<file path="src/rtl/dacif_pkg.sv">
package dacif_pkg;
  parameter int CODE_W = 10;
  parameter int CTRL_W = 4;
  parameter int PAD_W  = 2;
  parameter int NUM_CH = 2;
  localparam int FRAME_W = CTRL_W + CODE_W + PAD_W;

  typedef enum logic [CTRL_W-1:0] {
    OP_NOP       = 4'b0000,
    OP_LD_A      = 4'b0001,
    OP_LD_B      = 4'b0010,
    OP_UPD       = 4'b1000,
    OP_LD_A_UPD  = 4'b1001,
    OP_LD_B_UPD  = 4'b1010,
    OP_LD_AB_UPD = 4'b1100,
    OP_WAKE      = 4'b1101,
    OP_SLEEP     = 4'b1110,
    OP_LD_AB     = 4'b1111
  } dacOp_t;

  // load[0] is channel A, load[1] is channel B
  typedef struct packed {
    logic              fire;
    logic [NUM_CH-1:0] load;
    logic              update;
    logic              goSleep;
    logic              goWake;
    logic [CODE_W-1:0] code;
  } dacStrobe_t;
endpackage

</file>
<file path="src/rtl/dacif_ctrl.sv">
module dacif_ctrl
  import dacif_pkg::*;
#(
  parameter int SYNC_STAGES = 2
) (
  input  logic       clk,
  input  logic       rstN,
  input  logic       csLdN,
  input  logic       sclk,
  input  logic       sdi,
  output dacStrobe_t strb
);
  localparam int CNT_W   = $clog2(FRAME_W + 2);
  localparam int CNT_MAX = FRAME_W + 1;

  logic [SYNC_STAGES:0]   sckSh;
  logic [SYNC_STAGES:0]   csSh;
  logic [SYNC_STAGES-1:0] sdiSh;
  logic [CNT_W-1:0]       bitCnt;
  logic [FRAME_W-1:0]     shReg;
  logic sckRise, csRise, csLow, frameFull;
  dacOp_t op;

  always_ff @(posedge clk or negedge rstN) begin
    if (!rstN) begin
      sckSh <= '0;
      csSh  <= '1;
      sdiSh <= '0;
    end else begin
      sckSh <= {sckSh[SYNC_STAGES-1:0], sclk};
      csSh  <= {csSh[SYNC_STAGES-1:0], csLdN};
      sdiSh <= {sdiSh[SYNC_STAGES-2:0], sdi};
    end
  end

  assign sckRise = sckSh[SYNC_STAGES-1] & ~sckSh[SYNC_STAGES];
  assign csRise  = csSh[SYNC_STAGES-1] & ~csSh[SYNC_STAGES];
  assign csLow   = ~csSh[SYNC_STAGES-1];

  always_ff @(posedge clk or negedge rstN) begin
    if (!rstN) begin
      bitCnt <= '0;
      shReg  <= '0;
    end else if (!csLow) begin
      bitCnt <= '0;
    end else if (sckRise) begin
      shReg <= {shReg[FRAME_W-2:0], sdiSh[SYNC_STAGES-1]};
      if (bitCnt != CNT_W'(CNT_MAX)) bitCnt <= bitCnt + 1'b1;
    end
  end

  assign frameFull = (bitCnt == CNT_W'(FRAME_W));
  assign op = dacOp_t'(shReg[FRAME_W-1 -: CTRL_W]);

  always_comb begin
    strb      = '0;
    strb.code = shReg[FRAME_W-1-CTRL_W -: CODE_W];
    if (csRise && frameFull) begin
      strb.fire = 1'b1;
      case (op)
        OP_LD_A:      strb.load = 2'b01;
        OP_LD_B:      strb.load = 2'b10;
        OP_LD_AB:     strb.load = 2'b11;
        OP_UPD:       strb.update = 1'b1;
        OP_LD_A_UPD:  begin strb.load = 2'b01; strb.update = 1'b1; end
        OP_LD_B_UPD:  begin strb.load = 2'b10; strb.update = 1'b1; end
        OP_LD_AB_UPD: begin strb.load = 2'b11; strb.update = 1'b1; end
        OP_WAKE:      strb.goWake = 1'b1;
        OP_SLEEP:     strb.goSleep = 1'b1;
        default:      ;
      endcase
    end
  end
endmodule

</file>
<file path="src/rtl/dacif_datapath.sv">
module dacif_datapath
  import dacif_pkg::*;
(
  input  logic                           clk,
  input  logic                           rstN,
  input  dacStrobe_t                     strb,
  output logic [NUM_CH-1:0][CODE_W-1:0]  dacReg,
  output logic                           sleepReg,
  output logic [NUM_CH-1:0]              chanEn
);
  logic [NUM_CH-1:0][CODE_W-1:0] inReg;

  for (genvar g = 0; g < NUM_CH; g++) begin : g_chan
    always_ff @(posedge clk or negedge rstN) begin
      if (!rstN) begin
        inReg[g]  <= '0;
        dacReg[g] <= '0;
      end else begin
        if (strb.load[g]) inReg[g] <= strb.code;
        if (strb.update)  dacReg[g] <= strb.load[g] ? strb.code : inReg[g];
      end
    end
  end

  always_ff @(posedge clk or negedge rstN) begin
    if (!rstN)                            sleepReg <= 1'b0;
    else if (strb.goSleep)                sleepReg <= 1'b1;
    else if (strb.update || strb.goWake)  sleepReg <= 1'b0;
  end

  assign chanEn = {NUM_CH{~sleepReg}};
endmodule

</file>
<file path="src/rtl/dual_dac_frontend.sv">
module dual_dac_frontend
  import dacif_pkg::*;
#(
  parameter int SYNC_STAGES = 2
) (
  input  logic              clk,
  input  logic              rstN,
  input  logic              csLdN,
  input  logic              sclk,
  input  logic              sdi,
  output logic [CODE_W-1:0] dacCodeA,
  output logic [CODE_W-1:0] dacCodeB,
  output logic              sleepOn,
  output logic              enA,
  output logic              enB
);
  dacStrobe_t                    ctrlStrb;
  logic [NUM_CH-1:0][CODE_W-1:0] dacRegs;
  logic [NUM_CH-1:0]             chanEn;
  logic                          execFire;

  dacif_ctrl #(.SYNC_STAGES(SYNC_STAGES)) u_ctrl (
    .clk(clk), .rstN(rstN), .csLdN(csLdN), .sclk(sclk), .sdi(sdi), .strb(ctrlStrb)
  );

  dacif_datapath u_dp (
    .clk(clk), .rstN(rstN), .strb(ctrlStrb),
    .dacReg(dacRegs), .sleepReg(sleepOn), .chanEn(chanEn)
  );

  assign execFire = ctrlStrb.fire;
  assign dacCodeA = dacRegs[0];
  assign dacCodeB = dacRegs[1];
  assign enA      = chanEn[0];
  assign enB      = chanEn[1];
endmodule

</file>
<file path="config.mk">
export PLATFORM = sky130hd
export DESIGN_NAME = dual_dac_frontend
export DESIGN_NICKNAME = d
export VERILOG_FILES = /design/src/rtl/dacif_pkg.sv /design/src/rtl/dacif_ctrl.sv /design/src/rtl/dacif_datapath.sv /design/src/rtl/dual_dac_frontend.sv
export SDC_FILE = /design/constraint.sdc
export NUM_CORES = 1
export LEC_CHECK = 0
export BUFFER_PORTS_ARGS = -buffer_cell sky130_fd_sc_hd__buf_2
export CAP_MARGIN = 10
export CORE_MARGIN = 2
export CORE_UTILIZATION = 55
export DETAILED_ROUTE_END_ITERATION = 16
export PLACE_DENSITY = 0.84
export SETUP_SLACK_MARGIN = 0.2
export SLEW_MARGIN = 15
export SYNTH_ARGS = -nofsm -noshare
export SYNTH_HDL_FRONTEND = slang
export SYNTH_SLANG_ARGS = --single-unit
</file>
<file path="constraint.sdc">
create_clock -name clk -period 2.05 [get_ports clk]
set_clock_uncertainty 0.15 [all_clocks]
set_input_delay 0.3075 -clock clk [delete_from_list [all_inputs] [get_ports clk]]
set_output_delay 0.3075 -clock clk [all_outputs]
set_load 0.01 [all_outputs]
</file>
Word level (Yosys, flattened, before mapping)
Cells that the tools add are included.
{"block": "totals", "ff_bits": 70, "elab_cells": 51}
{"block": "op_classes", "addsub": 1, "n_eq_ne": 11, "muxes": 12, "bitwise_logic": 6, "reduce_logical": 11}
{"operator": "4-bit == test (second input constant)", "n": 7}
{"operator": "10-bit 2-to-1 mux", "n": 2}
{"operator": "5-bit 2-to-1 mux", "n": 4}
{"operator": "2-bit one-hot mux with 3 select lines", "n": 1}
{"operator": "2-bit nonzero test", "n": 3}
{"operator": "2-bit OR reduction", "n": 3}
{"operator": "5-bit by 1-bit adder with 5-bit output (second input constant)", "n": 1}
{"operator": "5-bit == test (second input constant)", "n": 1}
{"operator": "1-bit 2-to-1 mux", "n": 5}
{"operator": "5-bit != test (second input constant)", "n": 1}
{"operator": "4-bit by 1-bit == test with 1-bit output (second input constant)", "n": 1}
{"operator": "4-bit by 2-bit == test with 1-bit output (second input constant)", "n": 1}
{"operator": "1-bit inverter", "n": 4}
{"operator": "2-bit AND reduction", "n": 2}
{"operator": "4-bit OR reduction", "n": 1}
{"operator": "1-bit bitwise AND", "n": 2}
{"operator": "1-bit logical AND", "n": 1}
{"operator": "1-bit logical OR", "n": 1}

Longest topological paths before layout
Gate-level depths: netlist (run 1).
{"block": "depth", "word_depth": 7, "mapped_depth": 7}

Hierarchy
From an unflattened synthesis (run 1), not the netlist that was laid out.
{"block": "unflattened", "hier_cells": 192, "hier_area_um2": 3026.7}
{"module": "dacif_datapath", "n_inst": 1, "cells_each": 89, "area_each_um2": 1681.6, "seq_area_each_um2": 1026.0}
{"module": "dacif_ctrl", "n_inst": 1, "cells_each": 103, "area_each_um2": 1345.0, "seq_area_each_um2": 729.4}

Worst setup path after synthesis (run 1)
No wires, ideal clock.
{"block": "synth_path", "path_kind": "flip-flop to flip-flop", "startpoint": "register u_ctrl.bitCnt[3]", "endpoint": "register u_dp.inReg[10] in the netlist's numbering", "t_arrival_ns": 1.561, "required_time_ns": 1.775, "path_slack_ns": 0.215, "path_stages_with_launch": 6, "path_buffers": 1, "cell_sequence": "dfrtp_1 > nor3b_4 > and4b_1 > a21boi_2 > buf_6 > mux2_2"}
{"block": "synth_between", "elab_chain_len": 4}
{"item": "start: declaration", "line": "dacif_ctrl.sv:19", "source": "logic [CNT_W-1:0] bitCnt;"}
{"item": "start signal: assignment", "line": "dacif_ctrl.sv:48", "source": "if (bitCnt != CNT_W'(CNT_MAX)) bitCnt <= bitCnt + 1'b1;"}
{"item": "5-bit == test", "line": "dacif_ctrl.sv:52", "source": "assign frameFull = (bitCnt == CNT_W'(FRAME_W));"}
{"item": "1-bit logical AND", "line": "dacif_ctrl.sv:58", "source": "if (csRise && frameFull) begin"}
{"item": "5-bit 2-to-1 mux", "line": "dacif_ctrl.sv:58"}
{"item": "10-bit 2-to-1 mux"}
{"item": "end signal: indexed assignment", "line": "dacif_datapath.sv:19", "source": "if (strb.load[g]) inReg[g] <= strb.code;"}
{"item": "end: declaration", "line": "dacif_datapath.sv:11", "source": "logic [NUM_CH-1:0][CODE_W-1:0] inReg;"}
Every way passes these cells.
A chain may end at the register's enable or synchronous reset.

Final worst setup path (run 1)
{"block": "layout_path", "startpoint": "register u_ctrl.bitCnt[2]", "endpoint": "register u_dp.inReg[19] in the netlist's numbering"}
The elaborated chain is that of the path after synthesis.

==> results of run 1 <==
[placed cells by master, fill, tap and decap left out, drive strengths merged, types with 4 or more instances in the layout]
cell         Yosys  layout
dlygate4sd3      0       4
o311a           10      10
mux2            34      34
o21ai           16      16
o211a           10      10
o31ai           20      20
inv              6       7
dfrtp           67      67
o22ai           19      19
nand2b           5       5
clkbuf          14      10
nand2           24      24
buf             20      52
o221ai          11      11
nor2            27      27
a21oi            5       5
[logic make-up (layout without fill, tap and decap cells)]
| group | count (synthesis) | in the layout | share of synthesized area |
|---|---|---|---|
| buf+inv | 40 | 79 | 0.0502 |
| simple gates | 69 | 69 | 0.0947 |
| fa+ha+maj | 4 | 4 | 0.0137 |
| mux | 35 | 35 | 0.113 |
| xor+xnor | 3 | 3 | 0.00759 |
| compound gates | 96 | 97 | 0.213 |
| flops | 70 | 70 | 0.507 |
[worst register-to-register path, stage by stage, from the launching register on]
cell                       delay, ps
sky130_fd_sc_hd__dfrtp_1         440
sky130_fd_sc_hd__nor3b_4         210
sky130_fd_sc_hd__and4b_2         260
sky130_fd_sc_hd__a21boi_4        220
sky130_fd_sc_hd__buf_6           160
sky130_fd_sc_hd__mux2_4          310
[worst max-delay path by stage]
stage	startpoint	endpoint	slack, ps	depth (start not counted)
global route	u_ctrl.bitCnt[2]	u_dp.inReg[19]	110	5
floorplan	u_ctrl.bitCnt[3]	u_dp.inReg[10]	210	5
finish	u_ctrl.bitCnt[2]	u_dp.inReg[19]	170	5
detailed placement	u_ctrl.shReg[12]	u_dp.dacReg[15]	100	5
global placement	u_ctrl.shReg[13]	u_dp.dacReg[15]	150	5
CTS	u_ctrl.bitCnt[2]	u_dp.inReg[19]	170	5
[layer usage]
layer  track usage  vias to the layer above  wire (um)
met4        0.0835                        0        253
met5             0                        -          0
met3        0.0626                       42        636
met2         0.360                      184       3980
li1              -                     1253          -
met1         0.305                     1392       3450
[layout make-up]
cell class | count | area [um2]
sequential | 70 | 1760
inverter | 6 | 22.5
multi-input combinational | 208 | 1640
tap | 75 | 93.8
clock buffer | 9 | 124
clock inverter | 7 | 50.0
fill | 398 | 1880
timing repair buffer | 57 | 420
[sequential cells by signal (all words and copies together) (netlist names)]
register       count
u_ctrl.sckSh       3
u_dp.sleepReg      1
u_ctrl.sdiSh       2
u_dp.inReg        20
u_ctrl.shReg      16
u_ctrl.csSh        3
u_dp.dacReg       20
u_ctrl.bitCnt      5
[power by group through the flow]
stage / registers [mW] / logic [mW] / clock network, mW
after floorplan: 1.51 / 0.223 / 0
after global placement: 1.65 / 0.148 / 0
after detailed placement: 1.67 / 0.159 / 0
after CTS: 1.64 / 0.176 / 1.00
after global routing: 1.67 / 0.195 / 1.06
final: 1.65 / 0.176 / 0.990
[timing repair]
item,CTS,global route
hold endpoints to repair,27,0
pin swaps,1,3
cloned,1,1
endpoints found under the setup margin,30,40
resized for setup,19,17
setup buffers,7,4
hold buffers,4,0
==> results by group, run 1 <==
Status
  • Run status: finished clean

Worst setup path
  • Number of cell instances on the worst register-to-register path: 5
  • Peak per-stage delay on the critical path: 440 ps
  • Cell class contributing the biggest share of worst-path delay: simple AND/OR/NAND/NOR gates
  • Buf/Inv on CP: 1
  • Largest fanout on the critical path: 5
  • Type of destination of the critical path: flop
  • Class of the most critical setup path: flop to flop
  • Setup slack on the worst flop-to-flop path: 170 ps
  • Startpoint of the worst-slack reg-to-reg timing path: u_ctrl.bitCnt[2]
  • Reg2Reg Capture Point: u_dp.inReg[19]
  • Slowest stage cell on the critical path: sky130_fd_sc_hd__dfrtp_1
  • Launching element type of the critical path: flop
  • Required arrival time at the worst endpoint: 2120 ps
  • Cell-by-cell listing of the critical path: nor3b_4 -> and4b_2 -> a21boi_4 -> buf_6 -> mux2_4
  • Worst EP arrival: 1950 ps

Floorplan
  • Die Span X: 83.3 um
  • Area of the die: 0.00695 mm2
  • Number of rows created at floorplan: 28
  • Number of ports placed on the die boundary: 28
  • Initial Utilization: 0.578
  • Core box area: 0.00599 mm2
  • Overall die height: 83.3 um

Detailed routing
  • Post-detailed-routing wire length: 8.32 mm
  • Number of DRC violations after detailed routing: 0
  • Ratio of routed vias to standard cells: 6.65
  • Total number of vias: 2871
  • Number of search-and-repair iterations in the first detailed-routing pass: 6
  • Number of antenna-violating nets in the routed design: 0
  • Number of violations reported at the end of detailed-routing iteration 0: 393
  • Routed WL per cell: 19.3 um

Logic synthesis
  • Async set-reset flop share out of synthesis: 1.00
  • Top cell type's share of synthesized area: 0.484
  • Number of library cell types mapped by synthesis: 43
  • Most frequent cells after synthesis: sky130_fd_sc_hd__dfrtp_1 (67), sky130_fd_sc_hd__mux2_2 (34), sky130_fd_sc_hd__nor2_1 (26)
  • Most repeated cell in the gate-level netlist after synthesis: sky130_fd_sc_hd__dfrtp_1
  • Ys flop type: sky130_fd_sc_hd__dfrtp_1
  • Number of synthesized flops with an enable pin: 0
  • Cell accounting for the most synthesized area: sky130_fd_sc_hd__dfrtp_1
  • Syn_area_per_cell: 10.9 um2
  • Area contributors post-synth: sky130_fd_sc_hd__dfrtp_1 (48%), sky130_fd_sc_hd__mux2_2 (11%), sky130_fd_sc_hd__o31ai_1 (4.3%)
  • Mapped cell area: 0.00346 mm2
  • Count of synthesis-stage warnings from yosys: 0
  • #FFs+latches synth: 70
  • Net count of the mapped netlist: 325
  • Portion of the post-synthesis area used by sequential elements: 0.507
  • Synthesized instance count: 317

Place
  • Placed cell count: 399
  • Cell area reported after detailed placement: 0.00368 mm2
  • DP Wirelength: 5.01 mm
  • DP Worst Slack: 100 ps
  • Port bufs: 27
  • Final weighted congestion in routability-driven placement: 0.878

Timing
  • Slew at the pin closest to its max-slew limit: 685 ps
  • Final worst path period share: 0.915
  • Final hold violation count: 0
  • Min cycle time layout: 1880 ps
  • Setup repair after global routing missed its margin: yes
  • Fin worst setup slack: 175 ps
  • Worst slew margin: 0.543
  • Pins over their slew limit: 0
  • Final number of setup-violating endpoints: 0
  • Worst-case hold slack: 207 ps
  • Highest Clock Rate: 533 MHz
  • Total Negative Setup Slacks: 0 ps

Clock network
  • Clock latency reported for the late side of the worst-skew pair: 350 ps
  • Clock buffers created by TritonCTS: 9
  • CTS clock-pin slew for the worst setup and hold paths: 80 ps
  • Clock tree from TritonCTS: yes
  • # clock sinks: 70
  • Longest Clk Path Bufs: 2
  • Maximum level of the CTS H-tree: 3
  • Root buffer cell: sky130_fd_sc_hd__clkbuf_8

Power
  • Sw Ratio: 0.288
  • Peak ir drop on the vdd network: 0.000560 V
  • Portion of total power attributed to the clock network: 0.352
  • Combinational Power Share: 0.062
  • Sequential share of power: 0.586
  • Cell Pwr Density: 684 mW/mm2
  • Net switching power: 0.811 mW
  • Total chip power: 2.81 mW
  • Leakage power of the design: 2.13 nW
  • Internal portion of total power: 2.00 mW

Final layout
  • Final nets: 360
  • Area added between synthesis and finish: 18.8%
  • Antenna fix cells: 0
  • Count of placed standard cells in the final layout, fillers left out: 432
  • Ratio of cells with drive above 1 in the final layout: 0.364
  • Core utilization of the finished layout: 0.686
  • Final design area excluding fillers: 0.00411 mm2

Global route
  • Antenna violations before repair: 0
  • Gr ovfl total: 0
  • Vias in the first global route: 2650
  • First-pass GRT wire length: 12.8 mm
  • Combined global-route utilization of all metal layers: 0.229
  • Pin count of the biggest net entering global routing: 41

Hold path
  • Sink of the worst hold path: u_ctrl.sdiSh[1]
  • Hold_sp: u_ctrl.sdiSh[0]
  • Hold-critical path depth: 0
  • Kind of path behind the tightest hold check: flop to flop

Flow run
  • Max-capacitance violation count: 0
No activity file was read; power rests on OpenSTA's default activity.
==> inputs of run 2 (changes only) <==
--- a/config.mk
+++ b/config.mk
@@ -10,7 +10,7 @@
 export CORE_MARGIN = 2
 export CORE_UTILIZATION = 55
 export DETAILED_ROUTE_END_ITERATION = 16
-export PLACE_DENSITY = 0.84
+export PLACE_DENSITY = 0.74
 export SETUP_SLACK_MARGIN = 0.2
 export SLEW_MARGIN = 15
 export SYNTH_ARGS = -nofsm -noshare
==> results by group, run 2 (synthesis gave the netlist of run 1 again) <==
Power
  • Leakage power of the design: 2.22 nW (+4.0%)
  • Cell Pwr Density: 769 mW/mm2 (+12%)
  • Total chip power: 3.24 mW (+15%)
  • Peak ir drop on the vdd network: 0.000578 V (+3.1%)

Clock network
  • Longest Clk Path Bufs: 2 (unchanged)
  • CTS clock-pin slew for the worst setup and hold paths: 80 ps (about the same)
  • Maximum level of the CTS H-tree: 3 (unchanged)
  • # clock sinks: 70 (unchanged)
  • Root buffer cell: sky130_fd_sc_hd__clkbuf_8
  • Clock buffers created by TritonCTS: 9 (unchanged)
  • Clock tree from TritonCTS: yes
  • Clock latency reported for the late side of the worst-skew pair: 360 ps (about the same)

Worst setup path
  • Launching element type of the critical path: flop
  • Required arrival time at the worst endpoint: 2150 ps (+30 ps)
  • Setup slack on the worst flop-to-flop path: 180 ps (about the same)
  • Largest fanout on the critical path: 5 (unchanged)
  • Type of destination of the critical path: flop
  • Class of the most critical setup path: flop to flop
  • Worst EP arrival: 1970 ps (+20 ps)

Detailed routing
  • Post-detailed-routing wire length: 8.21 mm (-1.3%)
  • Number of search-and-repair iterations in the first detailed-routing pass: 5 (-1)
  • Total number of vias: 2801 (-2.4%)
  • Ratio of routed vias to standard cells: 6.42 (-3.3%)
  • Number of violations reported at the end of detailed-routing iteration 0: 248 (-37%)
  • Routed WL per cell: 18.8 um (-2.3%)
  • Number of DRC violations after detailed routing: 0 (unchanged)
  • Number of antenna-violating nets in the routed design: 0 (unchanged)

Final layout
  • Fillcell total: 421 (+5.8%)
  • Ratio of cells with drive above 1 in the final layout: 0.374 (+0.00982)
  • Commonest non-fill, non-tap cells in the layout: sky130_fd_sc_hd__dfrtp_1 (62), sky130_fd_sc_hd__mux2_2 (34), sky130_fd_sc_hd__buf_2 (27)
  • Core utilization of the finished layout: 0.705 (+0.0184)
  • Antenna fix cells: 0 (unchanged)
  • Final nets: 365 (+1.4%)
  • Area added between synthesis and finish: 21.9%
  • Most frequent standard cell in the layout excluding fill and tap cells: sky130_fd_sc_hd__dfrtp_1
  • Register cell area after layout: 0.00176 mm2 (unchanged)
  • Final design area excluding fillers: 0.00422 mm2 (+2.7%)
  • Largest registers: u_dp.dacReg (20), u_dp.inReg (20), u_ctrl.shReg (16)
  • Area occupied by multi-input gates: 0.00161 mm2 (-1.5%)

Global route
  • Antenna violations before repair: 0 (unchanged)
  • Combined global-route utilization of all metal layers: 0.238 (+0.00932)
  • Pin count of the biggest net entering global routing: 71 (+73%)
  • First-pass GRT wire length: 13.3 mm (+3.9%)
  • Gr ovfl total: 0 (unchanged)
  • Vias in the first global route: 2696 (+1.7%)

Floorplan
  • Initial Utilization: 0.578 (unchanged)
  • Die Span X: 83.3 um (unchanged)
  • Core box area: 0.00599 mm2 (unchanged)
  • Number of rows created at floorplan: 28 (unchanged)
  • Number of ports placed on the die boundary: 28 (unchanged)
  • Overall die height: 83.3 um (unchanged)
  • Area of the die: 0.00695 mm2 (unchanged)

Timing
  • Final worst path period share: 0.911 (-0.00355)
  • Min cycle time layout: 1870 ps (-7.27 ps)
  • Pins over their slew limit: 0 (unchanged)
  • Highest Clock Rate: 535 MHz (+0.39%)
  • Setup repair after global routing missed its margin: yes
  • Slew at the pin closest to its max-slew limit: 371 ps (-314 ps)
  • Final hold violation count: 0 (unchanged)
  • Final number of setup-violating endpoints: 0 (unchanged)
  • Worst-case hold slack: 205 ps (-2.16 ps)
  • Worst slew margin: 0.753 (+0.209)
  • Total Negative Setup Slacks: 0 ps (unchanged)

Place
  • Final weighted congestion in routability-driven placement: 0.809 (-7.9%)
  • Port bufs: 27 (unchanged)
  • Cell area reported after detailed placement: 0.00373 mm2 (+1.4%)
  • DP Wirelength: 4.90 mm (-2.2%)

Status
  • Run status: finished clean

Hold path
  • Kind of path behind the tightest hold check: flop to flop

Flow run
  • Max-capacitance violation count: 0 (unchanged)
run 2: cell types whose count changed in the layout (fill, tap and decap cells not counted), moves of 5 or more:
cell / previous run / this run
sky130_fd_sc_hd__mux2_2: 24 / 34
sky130_fd_sc_hd__mux2_4: 10 / 0
sky130_fd_sc_hd__buf_4: 18 / 24
sky130_fd_sc_hd__o31ai_1: 17 / 12
sky130_fd_sc_hd__o31ai_2: 3 / 8
run 2: report_power, final:
group          total, mW  internal (mW)  switching [mW]
logic              0.170         0.0931          0.0774
clock network       1.42          0.902           0.518
registers           1.65           1.47           0.188
run 2: layout make-up:
class	instances	area share
flip-flops and latches	70	0.417
multi-input cells	208	0.382
repair buffers	62	0.112
clock buffers	12	0.0391
well taps	75	0.0222
clock inverters	3	0.0213
inverters	6	0.00533
run 2: per-stage QoR:
stage | setup slack (ps) | cells
final | 182 | 436
after global routing | 97.4 | 436
after CTS | 205 | 429
after detailed placement | 109 | 406
after global placement | 157 | 406
after floorplan | 215 | 317
run 2: routing by layer:
metal,up-vias,global-route usage,share of wire
met3,15,0.0577,0.058
met2,102,0.352,0.48
met1,1426,0.334,0.45
met4,0,0.106,0.013
met5,-,0,0
li1,1258,-,-
run 2: final timing paths:
path                                  start         endpoint  cells after the start
max                        u_ctrl.bitCnt[1]    u_dp.inReg[5]                      7
min                         u_ctrl.sckSh[0]  u_ctrl.sckSh[1]                      0
max reg2reg                u_ctrl.bitCnt[1]    u_dp.inReg[5]                      7
min reg2reg                 u_ctrl.sckSh[0]  u_ctrl.sckSh[1]                      0
max in group asynchronous              rstN   u_ctrl.csSh[1]                      3
min in group asynchronous              rstN   u_dp.dacReg[9]                      3
run 2: critical path: stages, from the launching register on:
cell	delay, ps
sky130_fd_sc_hd__dfrtp_1	430
sky130_fd_sc_hd__inv_2	80
sky130_fd_sc_hd__ha_2	170
sky130_fd_sc_hd__and4b_1	230
sky130_fd_sc_hd__buf_6	110
sky130_fd_sc_hd__o221ai_4	130
sky130_fd_sc_hd__clkbuf_16	200
sky130_fd_sc_hd__mux2_2	270
run 2: repair_timing:
action                     CTS  global route
resized for setup            7            18
hold buffers                 4             0
buffers inserted             4             5
gates cloned                 0             2
hold endpoints to repair    70             0
pin swaps                    2             4
setup endpoints to repair   30            39
